==> config.mk <==
export PLATFORM = sky130hd
export DESIGN_NAME = irq_flag_unit
export DESIGN_NICKNAME = d
export VERILOG_FILES = /design/src/rtl/irqfu_pkg.sv /design/src/rtl/irqfu_acc_decode.sv /design/src/rtl/irqfu_flag_bank.sv /design/src/rtl/irqfu_enable_reg.sv /design/src/rtl/irq_flag_unit.sv
export SDC_FILE = /design/constraint.sdc
export NUM_CORES = 1
export LEC_CHECK = 0
export BUFFER_PORTS_ARGS = -buffer_cell sky130_fd_sc_hd__buf_2
export CORE_MARGIN = 8
export CORE_UTILIZATION = 43
export CTS_CLUSTER_DIAMETER = 200
export DETAILED_ROUTE_END_ITERATION = 10
export HOLD_SLACK_MARGIN = 0.02
export PLACE_DENSITY_LB_ADDON = 0.1
export SETUP_SLACK_MARGIN = 0.05
export SYNTH_ARGS = -nofsm -noshare
export SYNTH_HDL_FRONTEND = slang
export SYNTH_SLANG_ARGS = --single-unit
==> constraint.sdc <==
create_clock -name clk -period 1.8 [get_ports clk]
set_input_delay 0.36 -clock clk [delete_from_list [all_inputs] [get_ports clk]]
set_output_delay 0.36 -clock clk [all_outputs]
set_load 0.03 [all_outputs]
==> src/rtl/irqfu_pkg.sv <==
package irqfu_pkg;
  localparam int DATA_W = 8;
  localparam int SEL_W  = 4;
  localparam int FLAG_W = DATA_W - 1;

  // flag bit positions (read by software, so fixed)
  localparam int FB_A_CTL2 = 0;
  localparam int FB_A_CTL1 = 1;
  localparam int FB_RSVD   = 2;
  localparam int FB_B_CTL2 = 3;
  localparam int FB_B_CTL1 = 4;
  localparam int FB_TMR2   = 5;
  localparam int FB_TMR1   = 6;

  // bits that own a flip-flop
  localparam logic [FLAG_W-1:0] SRC_MASK = 7'b111_1011;

  // register selects that carry a side effect
  localparam int SEL_PORT_B  = 0;
  localparam int SEL_PORT_A  = 1;
  localparam int SEL_T1_LO   = 4;
  localparam int SEL_T1_HI   = 5;
  localparam int SEL_T2_LO   = 8;
  localparam int SEL_T2_HI   = 9;
  localparam int SEL_FLAG    = 13;
  localparam int SEL_ENABLE  = 14;
  localparam int SEL_PORT_AQ = 15;
endpackage

==> src/rtl/irqfu_acc_decode.sv <==
module irqfu_acc_decode
  import irqfu_pkg::*;
#(
  parameter int SEL_W_P  = SEL_W,
  parameter int DATA_W_P = DATA_W,
  parameter int FLAG_W_P = DATA_W_P - 1
) (
  input  logic                acc_valid,
  input  logic                acc_write,
  input  logic [SEL_W_P-1:0]  acc_sel,
  input  logic [DATA_W_P-1:0] acc_wdata,
  output logic [FLAG_W_P-1:0] clr_mask,
  output logic                en_wr,
  output logic                en_set,
  output logic [FLAG_W_P-1:0] en_mask
);
  logic is_rd, is_wr;
  logic hit_pb, hit_pa, hit_t1lo, hit_t1hi, hit_t2lo, hit_t2hi, hit_flag, hit_en;

  always_comb begin
    is_rd    = acc_valid & ~acc_write;
    is_wr    = acc_valid &  acc_write;
    hit_pb   = (acc_sel == SEL_W_P'(SEL_PORT_B));
    hit_pa   = (acc_sel == SEL_W_P'(SEL_PORT_A));
    hit_t1lo = (acc_sel == SEL_W_P'(SEL_T1_LO));
    hit_t1hi = (acc_sel == SEL_W_P'(SEL_T1_HI));
    hit_t2lo = (acc_sel == SEL_W_P'(SEL_T2_LO));
    hit_t2hi = (acc_sel == SEL_W_P'(SEL_T2_HI));
    hit_flag = (acc_sel == SEL_W_P'(SEL_FLAG));
    hit_en   = (acc_sel == SEL_W_P'(SEL_ENABLE));
  end

  always_comb begin
    clr_mask = '0;
    if (is_wr && hit_flag) clr_mask = acc_wdata[FLAG_W_P-1:0];
    if (acc_valid && hit_pa) clr_mask[FB_A_CTL1] = 1'b1;
    if (acc_valid && hit_pb) clr_mask[FB_B_CTL1] = 1'b1;
    if ((is_wr && hit_t1hi) || (is_rd && hit_t1lo)) clr_mask[FB_TMR1] = 1'b1;
    if ((is_wr && hit_t2hi) || (is_rd && hit_t2lo)) clr_mask[FB_TMR2] = 1'b1;
  end

  always_comb begin
    en_wr   = is_wr & hit_en;
    en_set  = acc_wdata[DATA_W_P-1];
    en_mask = acc_wdata[FLAG_W_P-1:0];
  end
endmodule

==> src/rtl/irqfu_flag_bank.sv <==
module irqfu_flag_bank #(
  parameter int                 FLAG_W_P = 7,
  parameter logic [FLAG_W_P-1:0] SRC_MASK_P = '1
) (
  input  logic                clk,
  input  logic                rst,
  input  logic [FLAG_W_P-1:0] set_vec,
  input  logic [FLAG_W_P-1:0] clr_vec,
  output logic [FLAG_W_P-1:0] flag_q,
  output logic [FLAG_W_P-1:0] flag_nxt
);
  for (genvar i = 0; i < FLAG_W_P; i++) begin : g_bit
    if (SRC_MASK_P[i]) begin : g_src
      logic bit_q, bit_d;
      // a pulse outranks any clear arriving in the same cycle
      always_comb bit_d = set_vec[i] | (bit_q & ~clr_vec[i]);
      always_ff @(posedge clk) begin
        if (rst) bit_q <= 1'b0;
        else     bit_q <= bit_d;
      end
      assign flag_q[i]   = bit_q;
      assign flag_nxt[i] = bit_d;
    end else begin : g_rsvd
      logic unused_in;
      assign unused_in   = set_vec[i] ^ clr_vec[i];
      assign flag_q[i]   = 1'b0;
      assign flag_nxt[i] = 1'b0;
    end
  end
endmodule

==> src/rtl/irqfu_enable_reg.sv <==
module irqfu_enable_reg #(
  parameter int FLAG_W_P = 7
) (
  input  logic                clk,
  input  logic                rst,
  input  logic                en_wr,
  input  logic                en_set,
  input  logic [FLAG_W_P-1:0] en_mask,
  output logic [FLAG_W_P-1:0] en_q,
  output logic [FLAG_W_P-1:0] en_nxt
);
  always_comb begin
    en_nxt = en_q;
    if (en_wr) begin
      if (en_set) en_nxt = en_q | en_mask;
      else        en_nxt = en_q & ~en_mask;
    end
  end

  always_ff @(posedge clk) begin
    if (rst) en_q <= '0;
    else     en_q <= en_nxt;
  end
endmodule

==> src/rtl/irq_flag_unit.sv <==
module irq_flag_unit
  import irqfu_pkg::*;
#(
  parameter int DATA_W_P = DATA_W,
  parameter int SEL_W_P  = SEL_W
) (
  input  logic                clk,
  input  logic                rst,
  input  logic                acc_valid,
  input  logic                acc_write,
  input  logic [SEL_W_P-1:0]  acc_sel,
  input  logic [DATA_W_P-1:0] acc_wdata,
  input  logic                set_a_ctl2,
  input  logic                set_a_ctl1,
  input  logic                set_b_ctl2,
  input  logic                set_b_ctl1,
  input  logic                set_tmr2,
  input  logic                set_tmr1,
  output logic [DATA_W_P-1:0] flag_rd,
  output logic [DATA_W_P-1:0] enable_rd,
  output logic                irq_n
);
  localparam int FW = DATA_W_P - 1;

  logic [FW-1:0] set_vec, clr_mask, en_mask;
  logic [FW-1:0] flag_q, flag_nxt, en_q, en_nxt;
  logic          en_wr, en_set, irq_n_q;

  always_comb begin
    set_vec            = '0;
    set_vec[FB_A_CTL2] = set_a_ctl2;
    set_vec[FB_A_CTL1] = set_a_ctl1;
    set_vec[FB_B_CTL2] = set_b_ctl2;
    set_vec[FB_B_CTL1] = set_b_ctl1;
    set_vec[FB_TMR2]   = set_tmr2;
    set_vec[FB_TMR1]   = set_tmr1;
  end

  irqfu_acc_decode #(
    .SEL_W_P(SEL_W_P), .DATA_W_P(DATA_W_P), .FLAG_W_P(FW)
  ) u_dec (
    .acc_valid(acc_valid), .acc_write(acc_write), .acc_sel(acc_sel),
    .acc_wdata(acc_wdata), .clr_mask(clr_mask), .en_wr(en_wr),
    .en_set(en_set), .en_mask(en_mask)
  );

  irqfu_flag_bank #(.FLAG_W_P(FW), .SRC_MASK_P(SRC_MASK[FW-1:0])) u_flags (
    .clk(clk), .rst(rst), .set_vec(set_vec), .clr_vec(clr_mask),
    .flag_q(flag_q), .flag_nxt(flag_nxt)
  );

  irqfu_enable_reg #(.FLAG_W_P(FW)) u_en (
    .clk(clk), .rst(rst), .en_wr(en_wr), .en_set(en_set),
    .en_mask(en_mask), .en_q(en_q), .en_nxt(en_nxt)
  );

  // request flop fed from next-state so it lines up with the flag flops
  always_ff @(posedge clk) begin
    if (rst) irq_n_q <= 1'b1;
    else     irq_n_q <= ~|(flag_nxt & en_nxt);
  end

  always_comb begin
    flag_rd   = {|(flag_q & en_q), flag_q};
    enable_rd = {1'b1, en_q};
    irq_n     = irq_n_q;
  end
endmodule

==> flow_metrics.env <==
export IMPL_final_worst_path_cycle_share_pct=85.7
export IMPL_cp_max_fo=10
export IMPL_cts_root_buf="sky130_fd_sc_hd__clkbuf_4"
export IMPL_dr_first_iter_drc_count=12
export IMPL_post_syn_area_per_cell_sq_um=8.80
export IMPL_final_antenna_net_count=0
export IMPL_globalRoute_totalOverflow=0
export IMPL_grt_pass1_wl_microns=3580
export IMPL_stdcell_count=144
export IMPL_clk_pin_slew_ns=0.08
export IMPL_layout_core_utilization_pct=55.5
export IMPL_initial_utilization_pct=45.3
export IMPL_cts_sink_count=14
export IMPL_p_leak_nw=0.461
export IMPL_num_nets_final=143
export IMPL_htree_levels=1
export IMPL_netlist_instances=88
export IMPL_die_height_microns=58.4
export IMPL_final_fill_count=174
export IMPL_async_reset_ff_share_pct=0
export IMPL_io_buffer_count=36
export IMPL_hold_path_class="input pin to flop"
export IMPL_chipWidth_microns=58.4
export IMPL_io_pin_count=39
export IMPL_synth_ff_latch_count=14
export IMPL_rsz0062_at_grt="no"
export IMPL_slew_viol_final=0
export IMPL_cts_repair_timing_setup_buffer_count=0
export IMPL_synthesis_yosys_warnings=0
export IMPL_detail_route_drc_violations=0
export IMPL_synth_distinct_cells=34
export IMPL_synth_top_flop_cell="sky130_fd_sc_hd__dfxtp_1"
export IMPL_max_freq_mhz=648
export IMPL_placed_cells=141
export IMPL_cellPowerDensity_nw_per_um2=655
export IMPL_globalplace_congestion=0.813
export IMPL_result_of_the_run="finished, final reports clean"
export IMPL_hold_viol_final=0
export IMPL_preCtsSetupSlack_ns=-0.0156
export IMPL_syn_nets=110
export IMPL_avgRoutedWirePerCell_microns=15.1
export IMPL_cp_arrival_ns=1.73
export IMPL_grt_pass1_vias=766
export IMPL_timing_max_cap_violations=0
export IMPL_timing_critical_path_cells="buf_2 -> and4_4 -> and3_1 -> mux2_2 -> a2bb2o_2 -> o41ai_2"
export IMPL_worst_path_largest_cell_delay_ns=0.33
export IMPL_final_setup_worst_slack_ns=0.258
export IMPL_setup_total_negative_slack_ns=0
export IMPL_antenna_found_initial=0
export IMPL_post_synth_design_cell_area_sq_um=774
export IMPL_via_count=756
export IMPL_share_of_final_layout_standard_cells_stronger_than_drive_strength_1_pct=42.9
export IMPL_tritoncts="done"
export IMPL_timing_critical_path_slowest_stage_cell="sky130_fd_sc_hd__mux2_2"
export IMPL_postCtsHoldBufs=0
export IMPL_final_setup_viol_count=0
export IMPL_routed_via_density=5.25
export IMPL_crit_buf_inv=1
export IMPL_synth_enable_flop_cells=0
export IMPL_worst_setup_path_class="input pin to flop"
export IMPL_post_route_min_period_ns=1.54
export IMPL_setup_worst_path_end_class="flop"
export IMPL_rows=15
export IMPL_vdd_ir_drop_max_mv=0.360
export IMPL_grt_start_max_net_pins=12
export IMPL_die_area_sq_um=3420
export IMPL_drt_pass1_iter_count=4
export IMPL_worst_skew_pair_late_latency_ns=0.28
export IMPL_hpwl_microns=1790
export IMPL_cts_max_path_buffers=2
export IMPL_insertedDiodeCount=0
export IMPL_synth_seq_area_share_pct=36.2
export IMPL_cp_required_ns=1.99
export IMPL_detailed_route_wl_microns=2180
export IMPL_clock_skew_final_ns=0.00199
export IMPL_cts_buffers=3
export IMPL_grt_usage_pct=13.3
export IMPL_crit_family="simple AND/OR/NAND/NOR gates"
export IMPL_ctsResizeCount=0
export IMPL_core_area_sq_um=1710
export IMPL_crit_path_start_kind="input pin"
export IMPL_syn2layout_area_growth_pct=22.5
[tightest hold or removal path, stage by stage]
cell	delay, ns
sky130_fd_sc_hd__buf_2	0.07
sky130_fd_sc_hd__a31oi_1	0.05
sky130_fd_sc_hd__nor2_1	0.07
[cell type report]
cell class | instances | area [sq um] | share of cell area [%]
Multi-Input combinational cell | 63 | 415 | 43.8
Sequential cell | 14 | 280 | 29.6
Timing Repair Buffer | 38 | 195 | 20.6
Tap cell | 25 | 31.3 | 3.30
Clock buffer | 3 | 22.5 | 2.37
Inverter | 1 | 3.75 | 0.396
[Yosys cell counts, types with 2 or more instances]
master                    number  area share, %
sky130_fd_sc_hd__a22oi_1       3            2.9
sky130_fd_sc_hd__and2_1        2            1.6
sky130_fd_sc_hd__nand3_1       9            5.8
sky130_fd_sc_hd__buf_4         8            7.8
sky130_fd_sc_hd__a21oi_1       3            1.9
sky130_fd_sc_hd__nand2_1       3            1.5
sky130_fd_sc_hd__nor2_1       11            5.3
sky130_fd_sc_hd__dfxtp_1      14             36
sky130_fd_sc_hd__a31oi_1       3            2.4
sky130_fd_sc_hd__conb_1        2           0.97
sky130_fd_sc_hd__and3_1        4            3.2
sky130_fd_sc_hd__mux2i_1       4            5.2
[path summary, 6_finish.rpt]
check | startpoint | endpoint | slack (ns) | depth (start not counted)
worst max-delay path | acc_sel[3] | irq_n | 0.26 | 6
worst min-delay path | set_tmr1 | u_flags.g_bit[6].g_src.bit_q | 0.31 | 3
worst max register to register | u_flags.g_bit[5].g_src.bit_q | irq_n | 0.66 | 3
worst min register to register | flop | flop | 0.46 | 2
[power by group]
group          switching, mW  leakage, nW  internal (mW)  total (mW)
clock                 0.0991       0.0138         0.0775       0.177
sequential           0.00792        0.115          0.320       0.328
combinational         0.0715        0.332         0.0445       0.116
total                  0.179        0.461          0.442       0.621
[cells in the final DEF (no fill, tap or decap), types with 2 or more instances in the layout]
cell and count:
sky130_fd_sc_hd__buf_2 36, sky130_fd_sc_hd__dfxtp_1 14, sky130_fd_sc_hd__nor2_1 11, sky130_fd_sc_hd__nand3_1 9, sky130_fd_sc_hd__mux2i_1 4, sky130_fd_sc_hd__and3_1 4, sky130_fd_sc_hd__a22oi_1 3, sky130_fd_sc_hd__nand2_1 3
sky130_fd_sc_hd__a31oi_1 3, sky130_fd_sc_hd__a21oi_1 3, sky130_fd_sc_hd__clkbuf_4 3, sky130_fd_sc_hd__and2_1 2, sky130_fd_sc_hd__conb_1 2, sky130_fd_sc_hd__buf_4 2
[registers in the layout, summed over array words and instances (netlist names), named ones only]
name	flops
u_en.en_q	6
u_flags.g_bit.g_src.bit_q	6
irq_n	1
[through the flow]
| step | hold slack, ns | power (mW) | area (sq um) |
|---|---|---|---|
| final | 0.309 | 0.621 | 948 |
| after global routing | 0.325 | 0.644 | 948 |
| after CTS | 0.312 | 0.620 | 948 |
| after detailed placement | 0.453 | 0.451 | 926 |
| after floorplan | 0.477 | 0.415 | 774 |
| after global placement | 0.444 | 0.450 | 926 |
[metal layers]
layer	wire length (microns)	global-route usage [%]	vias to the layer above
met3	239	6.09	4
met4	22	5.24	0
met5	0	0	-
met2	965	20.8	31
met1	952	15.4	352
li1	-	-	369
[cells by family (layout without fill, tap and decap cells)]
group	Yosys count	count (layout)	synth area share (%)
buf+inv	11	42	10.2
flops	14	14	36.2
other cells	2	2	0.970
simple gates	38	38	28.4
xor+xnor	1	1	1.13
compound gates	17	17	16.5
mux	5	5	6.62
Power figures use the tool's default switching activity.
